<file path="src/rtl/crossing_light_pkg.sv">
// Package: shared phase and lamp encodings for the crossing light controller.
// Assumes: the phase code bits are decoded by the lamp decoders, so values are fixed.
package crossing_light_pkg;

    localparam int PHASE_W = 3;
    localparam int LAMP_W  = 2;
    localparam int ROADS   = 2;

    typedef enum logic [PHASE_W-1:0] {
        PH_A_GO    = 3'b000,
        PH_A_WARN  = 3'b001,
        PH_CLR_AB  = 3'b010,
        PH_B_GO    = 3'b100,
        PH_B_WARN  = 3'b101,
        PH_CLR_BA  = 3'b110
    } phase_e;

    typedef enum logic [LAMP_W-1:0] {
        LAMP_GO   = 2'b00,
        LAMP_WARN = 2'b01,
        LAMP_STOP = 2'b10
    } lamp_e;

endpackage

</file>
<file path="src/rtl/crossing_next_phase.sv">
// Module: combinational next-phase logic.
// Holds a green phase while its own road's sensor is high and steps through
// the warn and clearance phases one cycle each. Any code outside the legal
// six returns to road A green. Assumes sensors are already synchronous.
module crossing_next_phase
    import crossing_light_pkg::*;
(
    input  phase_e cur_phase,
    input  logic   a_busy,
    input  logic   b_busy,
    output phase_e nxt_phase
);

    // Purpose: pick the phase for the next edge.
    always_comb begin
        unique case (cur_phase)
            PH_A_GO:   nxt_phase = a_busy ? PH_A_GO : PH_A_WARN;
            PH_A_WARN: nxt_phase = PH_CLR_AB;
            PH_CLR_AB: nxt_phase = PH_B_GO;
            PH_B_GO:   nxt_phase = b_busy ? PH_B_GO : PH_B_WARN;
            PH_B_WARN: nxt_phase = PH_CLR_BA;
            PH_CLR_BA: nxt_phase = PH_A_GO;
            default:   nxt_phase = PH_A_GO;
        endcase
    end

endmodule

</file>
<file path="src/rtl/crossing_phase_reg.sv">
// Module: phase register with synchronous active-low reset.
// Assumes the reset value is the road A green phase.
module crossing_phase_reg
    import crossing_light_pkg::*;
(
    input  logic   clk,
    input  logic   rst_n,
    input  phase_e nxt_phase,
    output phase_e cur_phase
);

    // Purpose: capture the next phase, or force A green under reset.
    always_ff @(posedge clk) begin
        if (!rst_n) cur_phase <= PH_A_GO;
        else        cur_phase <= nxt_phase;
    end

endmodule

</file>
<file path="src/rtl/crossing_lamp_decode.sv">
// Module: lamp decoder for one road.
// ROAD_SEL selects which road this copy serves: 0 for road A, 1 for road B.
// Phase bit 2 names the road that owns the go/warn phases, and bits 1:0 name
// go (00), warn (01) or clearance (10). Assumes a legal phase code.
module crossing_lamp_decode
    import crossing_light_pkg::*;
#(
    parameter bit ROAD_SEL = 1'b0
) (
    input  phase_e            cur_phase,
    output logic [LAMP_W-1:0] lamp
);

    localparam logic [PHASE_W-1:0] GO_CODE   = {ROAD_SEL, 2'b00};
    localparam logic [PHASE_W-1:0] WARN_CODE = {ROAD_SEL, 2'b01};

    // Purpose: green or yellow only in this road's own phases, red otherwise.
    always_comb begin
        if (cur_phase == GO_CODE)        lamp = LAMP_GO;
        else if (cur_phase == WARN_CODE) lamp = LAMP_WARN;
        else                             lamp = LAMP_STOP;
    end

endmodule

</file>
<file path="src/rtl/crossing_light_ctrl.sv">
// Module: top of the two-road crossing light controller.
// Moore machine: lamps come from the registered phase only. Reset is
// synchronous, active low, and selects road A green.
module crossing_light_ctrl
    import crossing_light_pkg::*;
(
    input  logic              clk,
    input  logic              rst_n,
    input  logic              road_a_busy,
    input  logic              road_b_busy,
    output logic [LAMP_W-1:0] lamp_a,
    output logic [LAMP_W-1:0] lamp_b
);

    phase_e            phase_q;
    phase_e            phase_d;
    logic [LAMP_W-1:0] lamps [ROADS];

    crossing_next_phase u_next (
        .cur_phase (phase_q),
        .a_busy    (road_a_busy),
        .b_busy    (road_b_busy),
        .nxt_phase (phase_d)
    );

    crossing_phase_reg u_reg (
        .clk       (clk),
        .rst_n     (rst_n),
        .nxt_phase (phase_d),
        .cur_phase (phase_q)
    );

    for (genvar r = 0; r < ROADS; r++) begin : g_road
        crossing_lamp_decode #(.ROAD_SEL(r[0])) u_dec (
            .cur_phase (phase_q),
            .lamp      (lamps[r])
        );
    end

    assign lamp_a = lamps[0];
    assign lamp_b = lamps[1];

endmodule

</file>
<file path="config.mk">
export PLATFORM = sky130hd
export DESIGN_NAME = crossing_light_ctrl
export DESIGN_NICKNAME = d
export VERILOG_FILES = /design/src/rtl/crossing_light_pkg.sv /design/src/rtl/crossing_next_phase.sv /design/src/rtl/crossing_phase_reg.sv /design/src/rtl/crossing_lamp_decode.sv /design/src/rtl/crossing_light_ctrl.sv
export SDC_FILE = /design/constraint.sdc
export NUM_CORES = 1
export LEC_CHECK = 0
export BUFFER_PORTS_ARGS = -buffer_cell sky130_fd_sc_hd__buf_2
export CAP_MARGIN = 5
export CORE_AREA = 3 3 40 42
export DETAILED_ROUTE_END_ITERATION = 12
export DIE_AREA = 0 0 43 45
export HOLD_SLACK_MARGIN = 0.03
export PLACE_DENSITY_LB_ADDON = 0.25
export SYNTH_ARGS = -nofsm -noshare
export SYNTH_HDL_FRONTEND = slang
export SYNTH_SLANG_ARGS = --single-unit
</file>
<file path="constraint.sdc">
create_clock -name clk -period 1.05 [get_ports clk]
set_clock_uncertainty 0.2 [all_clocks]
set_input_delay 0.0525 -clock clk [delete_from_list [all_inputs] [get_ports clk]]
set_output_delay 0.0525 -clock clk [all_outputs]
set_load 0.05 [all_outputs]
</file>
### Word-level counts from Yosys, hierarchy flattened

Index checks and enable logic that the tools add are counted.

* register bits: 3
* bits of input ports: 4
* output and inout bits: 4
* word-level logic and storage cells: 13

* equal/unequal tests: 4
* multiplexer cells: 7
* reduce and logical (&&, ||, !) cells: 1

Operators with widths (number)
* 3-bit one-hot mux with 5 select lines: 1
* 2-bit 2-to-1 mux: 4
* 3-bit equality test (second input constant): 2
* 3-bit by 1-bit equality test with 1-bit output (second input constant): 1
* 3-bit by 2-bit equality test with 1-bit output (second input constant): 1
* 3-bit logical NOT: 1
* 1-bit 2-to-1 mux: 2

### Logic depth before layout (Yosys ltp)

Gate-level depths: netlist of the first run.

* depth in word-level cells: 3
* mapped depth: 2
* mapped depth without buffers: 2

### Modules after synthesis

From an unflattened synthesis of the first run, not the netlist that was laid out.

* cell total of the unflattened synthesis: 15
* area total of the unflattened synthesis: 146.4 um2

By module, submodules not included
* crossing_phase_reg: instances 1, cells each 6, area an instance 78.8 um2, seq. area each 60.1 um2
* crossing_next_phase: instances 1, cells each 5, area an instance 38.8 um2, seq. area each 0.0 um2
* crossing_lamp_decode at g_road[1].u_dec: instances 1, cells each 2, area an instance 15.0 um2, seq. area each 0.0 um2
* crossing_lamp_decode at g_road[0].u_dec: instances 1, cells each 2, area an instance 13.8 um2, seq. area each 0.0 um2

### Worst setup path before layout of the first run

OpenSTA, ideal clock, no wires.

* path kind: reg-to-output
* start: reg u_reg.cur_phase[0]
* end: out lamp_a[0]
* arrival: 1.506 ns
* data required time: 0.797 ns
* path slack: -0.709 ns
* cell stages (with the launch flop): 2
* buffers on the path: 0
* cells stage by stage: dfxtp_1 nor3b_1

* longest elaborated chain between the ends: 3
* elaborated cells on any way between the ends: 4
* classes of those cells: 1 x eq/ne; 2 x mux; 1 x reduce/logical

RTL lines
* start, declared: RTL line crossing_phase_reg.sv:9 `output phase_e cur_phase`
* start signal, assigned: RTL line crossing_phase_reg.sv:15 `else cur_phase <= nxt_phase;`
* 3-bit by 1-bit equality test with 1-bit output: RTL line crossing_lamp_decode.sv:20 `else if (cur_phase == WARN_CODE) lamp = LAMP_WARN;`
* 2-bit 2-to-1 mux: RTL line crossing_lamp_decode.sv:20
* 2-bit 2-to-1 mux (*): RTL line crossing_lamp_decode.sv:19 `if (cur_phase == GO_CODE) lamp = LAMP_GO;`
* end, declared: RTL line crossing_light_ctrl.sv:11 `output logic [LAMP_W-1:0] lamp_a,`

Every way passes the cells marked *; elsewhere a longest branch is shown, timed or not.

### Worst setup path in the final report of the first run

* start: reg u_reg.cur_phase[1]
* end: out lamp_a[1]

Same word-level chain as after synthesis.

==> results of run 1 <==
## final timing paths
check | startpoint | end | slack (ns) | cells past startpoint
worst min-delay path | road_a_busy | u_reg.cur_phase[0] | 0.13 | 4
worst min register to register | u_reg.cur_phase[0] | u_reg.cur_phase[2] | 0.36 | 2
worst max register to register | u_reg.cur_phase[1] | u_reg.cur_phase[2] | -0.08 | 2
worst max-delay path | u_reg.cur_phase[1] | lamp_a[1] | -0.19 | 2
## logic make-up (layout without fill, tap and decap cells)
group,after synthesis,count (layout),share of synthesized area
buf+inv,0,15,0
compound gates,1,1,0.08035
simple gates,8,8,0.4197
mux,1,1,0.07143
flops,3,3,0.4286
## metrics by stage
step	setup WS, ns	utilization	std cells	hold slack [ns]
after global placement	-0.05877	0.1704	35	0.1172
after detailed placement	-0.05890	0.1704	35	0.1141
after CTS	-0.2059	0.2493	43	0.3582
after floorplan	-0.04576	-	13	-0.001658
final	-0.1922	0.2512	43	0.1295
after global routing	-0.2211	0.2512	43	0.1571
## area by class of cell
class	instances	area share
Multi-Input combinational cell	10	0.3140
Sequential cell	3	0.2132
Tap cell	15	0.05814
Clock buffer	4	0.08140
Timing Repair Buffer	11	0.3333
## Yosys cell counts
library cell and instances:
a21boi_2 1, and3_1 1, and3b_2 2, dfxtp_1 3
mux2i_1 1, nand2b_1 1, nor2_1 1, nor3b_1 1
or2_2 1, or3b_1 1
## power by group
group          switching, mW  total (mW)  internal, mW
clock                 0.0609       0.203         0.142
combinational         0.0477       0.104        0.0559
sequential            0.0116       0.132         0.120
## worst max-delay path, stage by stage (launching register included)
cell and delay, ns:
dfxtp_4 0.36, or2_4 0.25, buf_8 0.15
## what timing repair did
action | CTS | global route
setup endpoints to repair | 5 | 6
hold endpoints to repair | 3 | 0
hold buffers | 3 | 0
resized for setup | 12 | 1
buffers inserted | 1 | 0
pin swaps | 2 | 1
## per-layer routing
metal,up-vias,GRT usage
met5,-,0
met4,0,0.01807
met3,0,0.06375
met2,9,0.07485
met1,63,0.04337
li1,75,-
==> summary.md, run 1 <==
| Metric | Value |
|---|---|
| Status | finished, violations left |
| Failing checks | setup timing |
| Placed cell area | roughly 220 sq um |
| Maximum clock rate | around 0.8 GHz |
| Overflow after GRT | 0 |
| FF/Latch Area | 68.82 sq um |
| CP Max Fanout | 7 |
| Power per Cell Area | 1358 nW/um^2 |
| Initial core utilization | 0.1091 |
| DRT Wirelength | 374 microns |
| Min-delay worst type | input port to flip-flop |
| Die Ht | 45 microns |
| Tcrit/Tclk final | 1.183 |
| Die X | 43 microns |
| Gpl congestion | between 0.6 and 0.7 |
| Multi-input gate area | 101.3 sq um |
| Clk sinks | 3 |
| Largest net degree at the start of global routing | 8 |
| Largest register by flop count | u_reg.cur_phase |
| Vias in the first global route | ~150 |
| Max Cap Viol | 0 |
| Cell area after layout | 322.8 sq um |
| CP Launch Type | flip-flop |
| Synth Register Bits | 3 |
| TNS Setup | -0.7076 ns |
| Final setup viols | 5 |
| Final ANT Viol Nets | 0 |
| H-tree Lvls | 1 |
| Mapped cell area | 140.1 sq um |
| Most frequent cells in the layout | clkbuf_4, buf_2 |
| Fraction of layout cells with a size suffix above 1 | 0.7143 |
| CTS tree | done |
| Post-Route M1 WL | between 100 and 150 microns |
| Largest cells by area after synthesis | dfxtp_1, and3b_2, a21boi_2, mux2i_1, or3b_1 |
| Top layer in use | met3 |
| Row cnt | 13 |
| Kind of critical path | flip-flop to output port |
| Worst slew pin tran | 0.1392 ns |
| RSZ-0062 raised after global routing | yes |
| Area delta synth->final | 130.4% |
| Final hold viol count | 0 |
| Cells after Synth | 13 |
| Final worst slack | -0.1922 ns |
| Yosys top cell area share | 0.4286 |
| Vias/cell | 3.419 |
| Min Tclk post-route | 1.242 ns |
| Wire length per cell | 8.698 microns |
| Critical Path End Type | output port |
| Die Area | 1935 sq um |
| GRT Resource Usage Total | 0.05162 |
| First-pass iteration count of the detailed router | 3 |
| Port buffer count | 7 |
| Largest area contributor in the netlist | dfxtp_1 |
| Met2 Routed Length | approximately 190 microns |
| Clk pin slew, worst setup/hold paths | 0.03 ns |
| Worst Path Arrival | 0.99 ns |
| Worst VDD drop | 0.4723 mV |
| DRC Markers | 0 |
| Worst EP required | 0.80 ns |
| Max transition margin | 0.9071 |
| Antenna violations before repair | 0 |
| Detailed-route via count | between 100 and 150 |
| Max Slew Vio Count | 0 |
| First-pass GRT wire length | ~630 microns |
| Count of different cell masters after synthesis | 10 |
| Leakage | 0.1436 nW |
| 1st-iter DRT viols | 4 |
| Syn Nets | 17 |
| # IOs | 8 |
| CTS Root Cell | clkbuf_4 |
| Post-synthesis sequential area ratio | 0.4286 |
| Layout filler cell count | 141 |
| Number of flip-flops in the largest register | 3 |
| Clock buffer count from CTS | 3 |
| Core Region | about 1300 sq um |
| Avg Cell Area, Syn | 10.78 sq um |
| Yosys Warn Count | 0 |
| Final Net Count | 33 |
| Worst skew pair latency | 0.24 ns |
| Clock buffer depth | 2 |
| Met3 WL | just under 60 microns |
| Total power | 0.4385 mW |
| Biggest regs | u_reg.cur_phase: 3 flops |
| # diodes | 0 |
(Power assumes the default switching activity.)
==> inputs of run 2 (changes only) <==
CTS_BUF_LIST = sky130_fd_sc_hd__clkbuf_8   (was default)
==> summary.md, run 2 (same netlist as run 1, synthesis figures left out) <==
| Metric | Value |
|---|---|
| Final hold viol count | 0 (unchanged) |
| Final worst slack | -0.1734 ns (+0.01875 ns) |
| CTS Root Cell | clkbuf_8 |
| Placed cell area | 219.0 sq um (unchanged) |
| Clk sinks | 3 (unchanged) |
| # IOs | 8 (unchanged) |
| Layout filler cell count | 143 (+1.4%) |
| 1st-iter DRT viols | 5 (+1) |
| Worst slew pin tran | 0.1511 ns (+0.01198 ns) |
| Power per Cell Area | 1664 nW/um^2 (+22%) |
| Min-delay src | road_a_busy |
| Wire length per cell | 9.214 microns (+5.9%) |
| TNS Setup | -0.6237 ns (+0.08392 ns) |
| DRT Wirelength | 387 microns (+3.5%) |
| Largest register by flop count | u_reg.cur_phase |
| Detailed-route via count | 145 (-1.4%) |
| Max Cap Viol | 0 (unchanged) |
| CP Launch Type | flip-flop |
| CP Max Fanout | 7 (unchanged) |
| Min-delay worst type | input port to flip-flop |
| Clock buffer depth | 2 (unchanged) |
| Non-Filler Instances | 42 (-2.3%) |
| GRT Resource Usage Total | 0.05574 (+0.004117) |
| Vias in the first global route | 154 (+5.5%) |
| Largest net degree at the start of global routing | 8 (unchanged) |
| FF/Latch Area | 68.82 sq um (unchanged) |
| CTS tree | done |
| RSZ-0062 raised after global routing | yes |
| Leakage | 0.1516 nW (+5.6%) |
| R2R Path Start | u_reg.cur_phase[1] |
| Clock buffer count from CTS | 3 (unchanged) |
| Die Area | 1935 sq um (unchanged) |
| Bufs and invs on worst path | 1 (unchanged) |
| Port buffer count | 7 (unchanged) |
| Tcrit/Tclk final | 1.165 (-0.01786) |
| Crit path max-delay family | flip-flops |
| Clk pin slew, worst setup/hold paths | 0.03 ns (about the same) |
| Hold path depth | 4 (unchanged) |
| Min Tclk post-route | 1.223 ns (-0.01875 ns) |
| Cell area after layout | 336.6 sq um (+4.3%) |
| Initial core utilization | 0.1091 (unchanged) |
| Hold Worst Slack | 0.1490 ns (+0.01950 ns) |
| Antenna violations before repair | 0 (unchanged) |
| Multi-input gate area | 101.3 sq um (unchanged) |
| Die Ht | 45 microns (unchanged) |
| # diodes | 0 (unchanged) |
| Commonest non-fill, non-tap cell in the layout | clkbuf_8 |
| Number of flip-flops in the largest register | 3 (unchanged) |
| First-pass iteration count of the detailed router | 4 (+1) |
| Worst Hold End | u_reg.cur_phase[0] |
| Worst skew pair latency | 0.22 ns (-0.02 ns) |
| R2r endpoint | u_reg.cur_phase[2] |
| Status | finished, violations left |
| Pre-CTS setup slack | -0.05890 ns (unchanged) |
| Gpl congestion | 0.6407 (unchanged) |
| Final Net Count | 32 (-3.0%) |
| CP peak stage delay | 0.35 ns (about the same) |
| Max transition margin | 0.8991 (-0.007998) |
| Cell with the largest stage delay on the worst path | dfxtp_4 |
| Max Slew Vio Count | 0 (unchanged) |
| Post-Place Cells | 35 (unchanged) |
| Critical Path End Type | output port |
| R2R depth | 2 (unchanged) |
| H-tree Lvls | 1 (unchanged) |
| Worst EP required | 0.80 ns (about the same) |
| Biggest regs | u_reg.cur_phase: 3 flops |
| CP Cell Sequence | or2_4 -> buf_8 |
| Area delta synth->final | 140.2% |
| Overflow after GRT | 0 (unchanged) |
| Final ANT Viol Nets | 0 (unchanged) |
| Row cnt | 13 (unchanged) |
| Maximum clock rate | 0.8174 GHz (+1.5%) |
| Kind of critical path | flip-flop to output port |
| Worst VDD drop | 0.6403 mV (+36%) |
| Core Region | 1285 sq um (unchanged) |
| Vias/cell | 3.452 (+0.99%) |
| Final setup viols | 5 (unchanged) |
| Fraction of layout cells with a size suffix above 1 | 0.7037 (-0.01058) |
| DRC Markers | 0 (unchanged) |
| First-pass GRT wire length | 648 microns (+2.2%) |
| Die X | 43 microns (unchanged) |
| Failing checks | setup timing |
| Reg-to-reg slack, setup | -0.07 ns (about the same) |
| Worst Path Arrival | 0.97 ns (-0.02 ns) |
run 2: changes by cell type in the layout (fill, tap and decap cells not counted), sizes merged:
cell    previous run  this run
buf                8         7
clkbuf             4         3
inv                0         1
run 2: worst min-delay path: cells and delay by family:
kind / cells / cell delay [ns]
buffers and inverters: 2 / 0.28
muxes: 1 / 0.05
and+or+nand+nor: 1 / 0.14
run 2: per-layer routing:
metal / part of all wire / vias up / global-route usage
met5: 0 / - / 0
met4: 0.041 / 0 / 0.07229
met3: 0.13 / 3 / 0.04781
met2: 0.48 / 8 / 0.07784
met1: 0.35 / 60 / 0.04087
li1: - / 74 / -
run 2: through the flow:
stage,utilization,power (mW)
after CTS,0.2639,0.5745
after detailed placement,0.1704,0.2071
after global placement,0.1704,0.2062
after global routing,0.2619,0.5869
after floorplan,-,0.1892
final,0.2619,0.5599
run 2: worst max path at each step:
stage                        from  cells past startpoint            endpoint
2_1_floorplan  u_reg.cur_phase[1]                      1           lamp_a[0]
3_3_place_gp   u_reg.cur_phase[1]                      2  u_reg.cur_phase[2]
3_5_place_dp   u_reg.cur_phase[2]                      2           lamp_a[1]
4_1_cts        u_reg.cur_phase[1]                      2           lamp_a[1]
5_1_grt        u_reg.cur_phase[1]                      2           lamp_a[1]
6_report       u_reg.cur_phase[1]                      2           lamp_a[1]
run 2: area by class of cell:
| cell class | count | area share |
|---|---|---|
| Multi-Input combinational cell | 10 | 0.3011 |
| Timing Repair Buffer | 10 | 0.3048 |
| Clock buffer | 3 | 0.1227 |
| Tap cell | 15 | 0.05576 |
| Sequential cell | 3 | 0.2045 |
| Clock inverter | 1 | 0.01115 |
run 2: timing repair:
item	in CTS	in global routing
pin swaps	2	2
buffers inserted	1	0
gates resized for setup	12	1
hold endpoints to repair	3	0
hold buffers	3	0
setup endpoints to repair	5	6
run 2: report_power, final:
part           switching (mW)  internal, mW
clock                  0.0770         0.249
combinational          0.0477        0.0547
sequential             0.0115         0.120
